`config.mk`:
```
export PLATFORM = sky130hd
export DESIGN_NAME = xgmii_block_decoder
export DESIGN_NICKNAME = d
export VERILOG_FILES = /design/src/rtl/xgmii_block_decoder.sv
export SDC_FILE = /design/constraint.sdc
export NUM_CORES = 1
export LEC_CHECK = 0
export BUFFER_PORTS_ARGS = -buffer_cell sky130_fd_sc_hd__clkbuf_2
export CORE_UTILIZATION = 35
export DETAILED_ROUTE_END_ITERATION = 10
export GPL_TIMING_DRIVEN = 0
export PLACE_DENSITY_LB_ADDON = 0.12
export SLEW_MARGIN = 30
export SYNTH_ARGS = -nofsm -noshare
export SYNTH_HDL_FRONTEND = slang
export SYNTH_SLANG_ARGS = --single-unit
```
`constraint.sdc`:
```
create_clock -name clk -period 2 [get_ports clk]
set_input_delay 0.3 -clock clk [delete_from_list [all_inputs] [get_ports clk]]
set_output_delay 0.3 -clock clk [all_outputs]
set_load 0.01 [all_outputs]
```
`src/rtl/xgmii_block_decoder.sv`:
```
module xgmii_block_decoder (
  input  logic        clk,
  input  logic        rst,
  input  logic        ce,
  input  logic [1:0]  blk_hdr,
  input  logic [63:0] blk_payload,
  output logic [63:0] lane_data,
  output logic [7:0]  lane_ctrl,
  output logic        blk_err
);
  localparam int LANES = 8;
  localparam logic [1:0] HDR_DATA = 2'b01;
  localparam logic [1:0] HDR_CTRL = 2'b10;
  localparam logic [7:0] CH_IDLE  = 8'h07;
  localparam logic [7:0] CH_START = 8'hFB;
  localparam logic [7:0] CH_TERM  = 8'hFD;
  localparam logic [7:0] CH_ERR   = 8'hFE;

  function automatic logic [7:0] map_code(input logic [6:0] c);
    case (c)
      7'h00:   return 8'h07;
      7'h06:   return 8'h06;
      7'h1E:   return 8'hFE;
      7'h2D:   return 8'h1C;
      7'h33:   return 8'h3C;
      7'h4B:   return 8'h7C;
      7'h55:   return 8'hBC;
      7'h66:   return 8'hDC;
      7'h78:   return 8'hF7;
      default: return CH_ERR;
    endcase
  endfunction

  function automatic logic [7:0] map_onib(input logic [3:0] n);
    case (n)
      4'h0:    return 8'h9C;
      4'hF:    return 8'h5C;
      default: return CH_ERR;
    endcase
  endfunction

  logic [LANES-1:0][7:0] ccode;
  logic [LANES-1:0][7:0] nd;
  logic [LANES-1:0]      nc;
  logic                  bad;
  logic                  is_term;
  logic [2:0]            tlane;
  logic [7:0]            btype;
  logic [7:0]            o_lo, o_hi;
  logic [63:0]           shifted;

  for (genvar g = 0; g < LANES; g++) begin : g_code
    assign ccode[g] = map_code(blk_payload[8+7*g +: 7]);
  end

  assign btype   = blk_payload[7:0];
  assign o_lo    = map_onib(blk_payload[35:32]);
  assign o_hi    = map_onib(blk_payload[39:36]);
  assign shifted = {8'h00, blk_payload[63:8]};

  always_comb begin
    is_term = 1'b1;
    tlane   = 3'd0;
    case (btype)
      8'h87: tlane = 3'd0;
      8'h99: tlane = 3'd1;
      8'hAA: tlane = 3'd2;
      8'hB4: tlane = 3'd3;
      8'hCC: tlane = 3'd4;
      8'hD2: tlane = 3'd5;
      8'hE1: tlane = 3'd6;
      8'hFF: tlane = 3'd7;
      default: is_term = 1'b0;
    endcase
  end

  always_comb begin
    nd  = {LANES{CH_ERR}};
    nc  = '1;
    bad = 1'b1;
    if (blk_hdr == HDR_DATA) begin
      nd  = blk_payload;
      nc  = '0;
      bad = 1'b0;
    end else if (blk_hdr == HDR_CTRL) begin
      bad = 1'b0;
      case (btype)
        8'h1E: begin nd = ccode; nc = 8'hFF; end
        8'h78: begin nd = {shifted[55:0], CH_START}; nc = 8'h01; end
        8'h33: begin nd = {blk_payload[63:40], CH_START, ccode[3], ccode[2], ccode[1], ccode[0]}; nc = 8'h1F; end
        8'h66: begin nd = {blk_payload[63:40], CH_START, blk_payload[31:8], o_lo}; nc = 8'h11; end
        8'h55: begin nd = {blk_payload[63:40], o_hi, blk_payload[31:8], o_lo}; nc = 8'h11; end
        8'h4B: begin nd = {ccode[7], ccode[6], ccode[5], ccode[4], blk_payload[31:8], o_lo}; nc = 8'hF1; end
        8'h2D: begin nd = {blk_payload[63:40], o_hi, ccode[3], ccode[2], ccode[1], ccode[0]}; nc = 8'h1F; end
        default: begin
          if (is_term) begin
            for (int j = 0; j < LANES; j++) begin
              if (j < int'(tlane)) begin
                nd[j] = shifted[8*j +: 8];
                nc[j] = 1'b0;
              end else if (j == int'(tlane)) begin
                nd[j] = CH_TERM;
                nc[j] = 1'b1;
              end else begin
                nd[j] = ccode[j];
                nc[j] = 1'b1;
              end
            end
          end else begin
            bad = 1'b1;
          end
        end
      endcase
    end
  end

  always_ff @(posedge clk) begin
    if (rst) begin
      lane_data <= {LANES{CH_IDLE}};
      lane_ctrl <= '1;
      blk_err   <= 1'b0;
    end else if (ce) begin
      lane_data <= nd;
      lane_ctrl <= nc;
      blk_err   <= bad;
    end
  end

  assert_data_hdr_R1: assert property (@(posedge clk) disable iff (rst)
    (ce && blk_hdr == HDR_DATA) |=> (lane_ctrl == 8'h00 && !blk_err && lane_data == $past(blk_payload)));

  assert_bad_hdr_R9: assert property (@(posedge clk) disable iff (rst)
    (ce && (blk_hdr == 2'b00 || blk_hdr == 2'b11)) |=> (blk_err && lane_ctrl == 8'hFF && lane_data == {LANES{CH_ERR}}));

  assert_err_all_ctrl_R9: assert property (@(posedge clk) disable iff (rst)
    blk_err |-> (lane_ctrl == 8'hFF));

  assert_start0_R4: assert property (@(posedge clk) disable iff (rst)
    (ce && blk_hdr == HDR_CTRL && blk_payload[7:0] == 8'h78) |=> (lane_ctrl == 8'h01 && lane_data[7:0] == CH_START));

  assert_hold_R10: assert property (@(posedge clk) disable iff (rst)
    !ce |=> ($stable(lane_data) && $stable(lane_ctrl) && $stable(blk_err)));
endmodule

```
Yosys cells after proc, flatten, opt, wreduce, memory -nomap -nowiden
Index checks and enable logic that the tools add are counted.
{"block": "totals", "mem_bits_rw": 0, "romBits": 0, "word_cells": 153, "reg_bits": 73, "latchBits": 0, "input_bits": 69, "out_inout_bits": 73, "memories": 0}
{"block": "op_classes", "magnitude_cmp": 7, "mul": 0, "muxes": 46, "eq_ne": 82, "bitwise": 0, "shift": 0, "reduce_logical": 15, "div": 0, "n_addsub": 0}
{"op": "case mux 8 bit (8 select lines)", "count": 8}
{"op": "case mux 64 bit (7 select lines)", "count": 1}
{"op": "== test 7 bit, second input constant", "count": 32}
{"op": "two-way mux 64 bit", "count": 3}
{"op": "two-way mux 8 bit", "count": 17}
{"op": "== test 7 x 6 -> 1 bit, second input constant", "count": 16}
{"op": "== test 8 bit, second input constant", "count": 8}
{"op": "== test 7 x 3 -> 1 bit, second input constant", "count": 8}
{"op": "zero test 7 bit", "count": 8}
{"op": "case mux 8 bit (5 select lines)", "count": 1}
{"op": "== test 8 x 7 -> 1 bit, second input constant", "count": 4}
{"op": "case mux 8 bit (2 select lines)", "count": 2}
{"op": "case mux 3 bit (7 select lines)", "count": 1}
{"op": "== test 8 x 6 -> 1 bit, second input constant", "count": 2}
{"op": "== test 3 bit, first input constant", "count": 4}
{"op": "two-way mux 1 bit", "count": 12}
{"op": "less-than comparator 3 bit, first input constant", "count": 3}
{"op": "== test 4 bit, second input constant", "count": 2}
{"op": "== test 8 x 5 -> 1 bit, second input constant", "count": 1}
{"op": "zero test 4 bit", "count": 2}
{"op": "OR reduction 8 bit", "count": 1}
{"op": "two-way mux 7 bit", "count": 1}
{"op": "OR reduction 7 bit", "count": 1}
{"op": "== test 2 x 3 -> 1 bit, first input constant", "count": 2}
{"op": "other kinds (7)", "count": 10}

Depth between registers and ports, before layout
{"block": "logic_depth", "ltp_word": 9, "ltp_mapped": 10, "ltp_nobuf": 7}

Worst setup path after synthesis
Ideal clock, no wire load.
{"block": "synth_timing", "path_type": "input port to flip-flop", "from": "in blk_payload[51]", "to": "reg lane_data[54]", "stages": 8, "arrival_ns": 2.044, "setup_ns": 0.116, "n_path_buf": 1, "required_ns": 1.884, "path_slack_ns": -0.160, "cell_sequence": "buf_2 > and4bb_2 > nor2_1 > o311a_1 > or4_1 > a221oi_1 > and3_1 > o21ai_1"}
{"block": "synth_between", "elab_chain_len": 8, "word_cells_on_any_way": 15, "cone_classes": "eq/ne (7); mux (7); reduce/logical (1)"}
{"item": "start: declaration", "line": "6", "source": "input logic [63:0] blk_payload,"}
{"item": "== test 7 bit, or another cell as far along", "line": "20", "source": "case (c)"}
{"item": "case mux 8 bit (8 select lines) *", "line": "20"}
{"item": "two-way mux 8 bit", "line": "101", "source": "end else if (j == int'(tlane)) begin"}
{"item": "two-way mux 8 bit", "line": "98", "source": "if (j < int'(tlane)) begin"}
{"item": "two-way mux 64 bit", "line": "96", "source": "if (is_term) begin"}
{"item": "case mux 64 bit (7 select lines) *", "line": "87", "source": "case (btype)"}
{"item": "two-way mux 64 bit *", "line": "85", "source": "end else if (blk_hdr == HDR_CTRL) begin"}
{"item": "two-way mux 64 bit *", "line": "81", "source": "if (blk_hdr == HDR_DATA) begin"}
{"item": "end signal: assignment", "line": "119", "source": "lane_data <= {LANES{CH_IDLE}};"}
{"item": "end signal: assignment", "line": "123", "source": "lane_data <= nd;"}
{"item": "end: declaration", "line": "7", "source": "output logic [63:0] lane_data,"}
Mark *: on every way between the ends. The rest lies on a longest branch, timed or not.
A chain may end at the register's enable or synchronous reset.

Worst setup path after layout
{"block": "layout_timing", "from": "in blk_payload[7]", "to": "reg lane_data[40]"}
{"block": "layout_between", "elab_chain_len": 9, "word_cells_on_any_way": 26, "cone_classes": "order compare (1); eq/ne (16); mux (8); reduce/logical (1)"}
{"item": "branches (longest 6 deep; another with less-than comparator 3 bit)"}
{"item": "case mux 64 bit (7 select lines) *", "line": "87"}
{"item": "two-way mux 64 bit *", "line": "85"}
{"item": "two-way mux 64 bit *", "line": "81"}
Mark *: on every way between the ends.

==> flow_summary.json <==
{
  "yosysMostFrequentCell": "nor2_1",
  "ys.flop_type": "dfxtp_1",
  "fin_ws_ns": -0.0756,
  "cp.required_ns": 2.24,
  "regToRegStartpoint": "lane_data[27]",
  "hold_viol": 0,
  "async_reset_ff_frac": 0,
  "finClkSkew_ns": 0,
  "hold_buffers": 0,
  "vdd_ir_drop_max_uv": 429,
  "syn_area_per_cell_um2": 6.96,
  "final_cell_area_um2": 9210,
  "regArea_um2": 1460,
  "routed-via-count": 8896,
  "violations": "setup timing",
  "antenna_found_initial": 0,
  "cts_buffer_depth": 2,
  "grt_pass1_vias": 7802,
  "powerDensity_nw_per_um2": 513,
  "dp_slack_ns": -0.941,
  "worstSkewPairLatency_ns": 0.36,
  "synth_nets": 1033,
  "ys_seq_area_frac": 0.218,
  "n_fill_cell": 1928,
  "layout-drive-gt1-share": 0.303,
  "clockRootBuffer": "clkbuf_16",
  "gp_congestion": 1.01,
  "syn-cell-area_um2": 6710,
  "clkSlewWorstSetupHoldPaths_ns": 0.06,
  "routedWlPerCell_um": 23.2,
  "cts.sinks": 73,
  "start_util": 0.357,
  "grt-ovfl-total": 0,
  "synth_compound_area_frac": 0.356,
  "ys_types": 85,
  "hold_slack_ns": 0.317,
  "nets": 1214,
  "max_freq_mhz": 482,
  "crit_fanout": 10,
  "ys_warn_count": 0,
  "rows": 50,
  "synth_xor_area_frac": 0.00783,
  "synth.top_cell.area_share": 0.218,
  "synth_fa_ha_area_frac": 0,
  "crit_type": "input port to register",
  "wirelength_um": 32200,
  "synth_edf_count": 0,
  "die_w_um": 140,
  "finalPower_mw": 4.72,
  "place.port_buffers": 113,
  "die_y_um": 140,
  "min_from": "blk_payload[60]",
  "synthTopCellsByArea": "dfxtp_1 22%, a21oi_1 5.6%, nor2_1 5.6%",
  "area_growth_pct": 37.2,
  "fin_util": 0.490,
  "fp.coreArea_um2": 18800,
  "ioPinCount": 142,
  "first_pass_iters": 6,
  "drv_cap": 0,
  "slew-limit-headroom": 0.388,
  "synth_top_family_by_area": "compound AO/OA/AOI/OAI gates",
  "htreeDepth": 3,
  "dpl.hpwl_um": 22600,
  "die_area_um2": 19700,
  "multiInputGateArea_um2": 5390,
  "critical_path.startpoint": "blk_payload[7]",
  "avgViaCountPerCell": 6.43,
  "cts_buffers": 9,
  "drt_iter0_drc": 1055,
  "slew_viol_final": 0,
  "period_minus_slack_ns": 2.08,
  "placed_cell_area_um2": 7680,
  "cts_tree": "yes",
  "ant_nets": 0,
  "p_leak_nw": 3.48,
  "ys_seq_elements": 73,
  "grt_max_degree": 14,
  "crit_chain": "clkbuf_2 > buf_4 > and4bb_2 > o21ai_2 > nand4_1 > buf_4 > buf_6 > o31ai_1 > o21ai_1 > a221oi_2 > o21bai_1",
  "hold_path_class": "input port to register",
  "outcome": "finished with violations",
  "cpMaxStageDelayCell": "a221oi_2",
  "synth.mux.area_fraction": 0,
  "route.detailed.drc": 0,
  "diodes": 0,
  "synthTopCellsByCount": "100 x nor2_1, 91 x nand2_1, 75 x a21oi_1",
  "slowest_delay_ns": 0.41,
  "grt_usage": 0.313,
  "rsz0062_at_grt": "yes",
  "finalCritPeriodShare": 1.04,
  "crit_arrival_ns": 2.31,
  "syn-instance-count": 964,
  "critPathLaunchType": "input port",
  "grt_pass1_wl_um": 46800,
  "synth_area_leader_cell": "dfxtp_1",
  "yosys.area_share.simple": 0.347,
  "worstMarginPinSlew_ns": 0.919,
  "endpoint_kind": "register",
  "setup_viol": 8,
  "path_common_cell": "buf_4"
}
[registers in the layout, summed over array words and instances, names as in the netlist]
register / count
blk_err: 1
lane_ctrl: 8
lane_data: 64
[metrics by stage]
step,std cells,setup TNS (ns)
after detailed placement,1311,-45.02
after floorplan,964,-0.0788
after global placement,1311,-45.35
final,1384,-0.181
after global routing,1384,-0.540
after CTS,1364,-0.0626
[critical path, delay by kind of cell]
kind	cells	cell delay, ns
AOI/OAI and AO/OA	5	0.81
and+or+nand+nor	2	0.52
buffers and inverters	4	0.67
[report_power, final]
group,internal (mW),switching [mW],total [mW]
combinational,0.456,0.785,1.24
clock,1.09,0.762,1.86
sequential,1.56,0.0644,1.63
total,3.11,1.61,4.72
[area by class of cell]
| type | instances | share of cell area |
|---|---|---|
| inverter | 14 | 0.00571 |
| clock inverter | 7 | 0.0102 |
| buffer | 101 | 0.0629 |
| timing repair buffer | 172 | 0.121 |
| clock buffer | 9 | 0.0245 |
| tap | 234 | 0.0318 |
| sequential | 73 | 0.159 |
| multi-input combinational | 774 | 0.585 |
[final timing paths]
check,cells past startpoint,to,slack (ns)
max,11,lane_data[40],-0.08
min,3,lane_data[60],0.32
max reg2reg,3,lane_data[27],0.92
min reg2reg,2,lane_data[20],0.44
[per-layer routing]
metal,track usage,wire length (um),up-vias
met3,0.0650,3190,84
li1,-,-,4047
met5,0,0,-
met1,0.439,14200,4214
met4,0.149,1310,0
met2,0.454,13400,551
[cell families after synthesis]
group,Yosys count
flip-flops,73
AO/OA/AOI/OAI,360
buffers and inverters,117
AND/OR/NAND/NOR,408
XOR/XNOR,6
[cell usage in the layout (no fill, tap or decap), types with 19 or more instances in the layout]
cell type / count
clkbuf_2: 122
nor2_1: 88
nand2_1: 87
dfxtp_1: 73
a21oi_1: 70
o21ai_0: 67
buf_4: 59
clkbuf_1: 50
o21ai_1: 31
nor3_1: 23
o211ai_1: 21
nand2b_1: 21
nor4bb_1: 20
nand3_1: 19
[repair_timing]
item	CTS	global route
gates resized for setup	89	120
setup buffers	37	20
setup endpoints to repair	69	62
cloned	1	1
pin swaps	37	40
No activity file was read; power rests on OpenSTA's default activity.
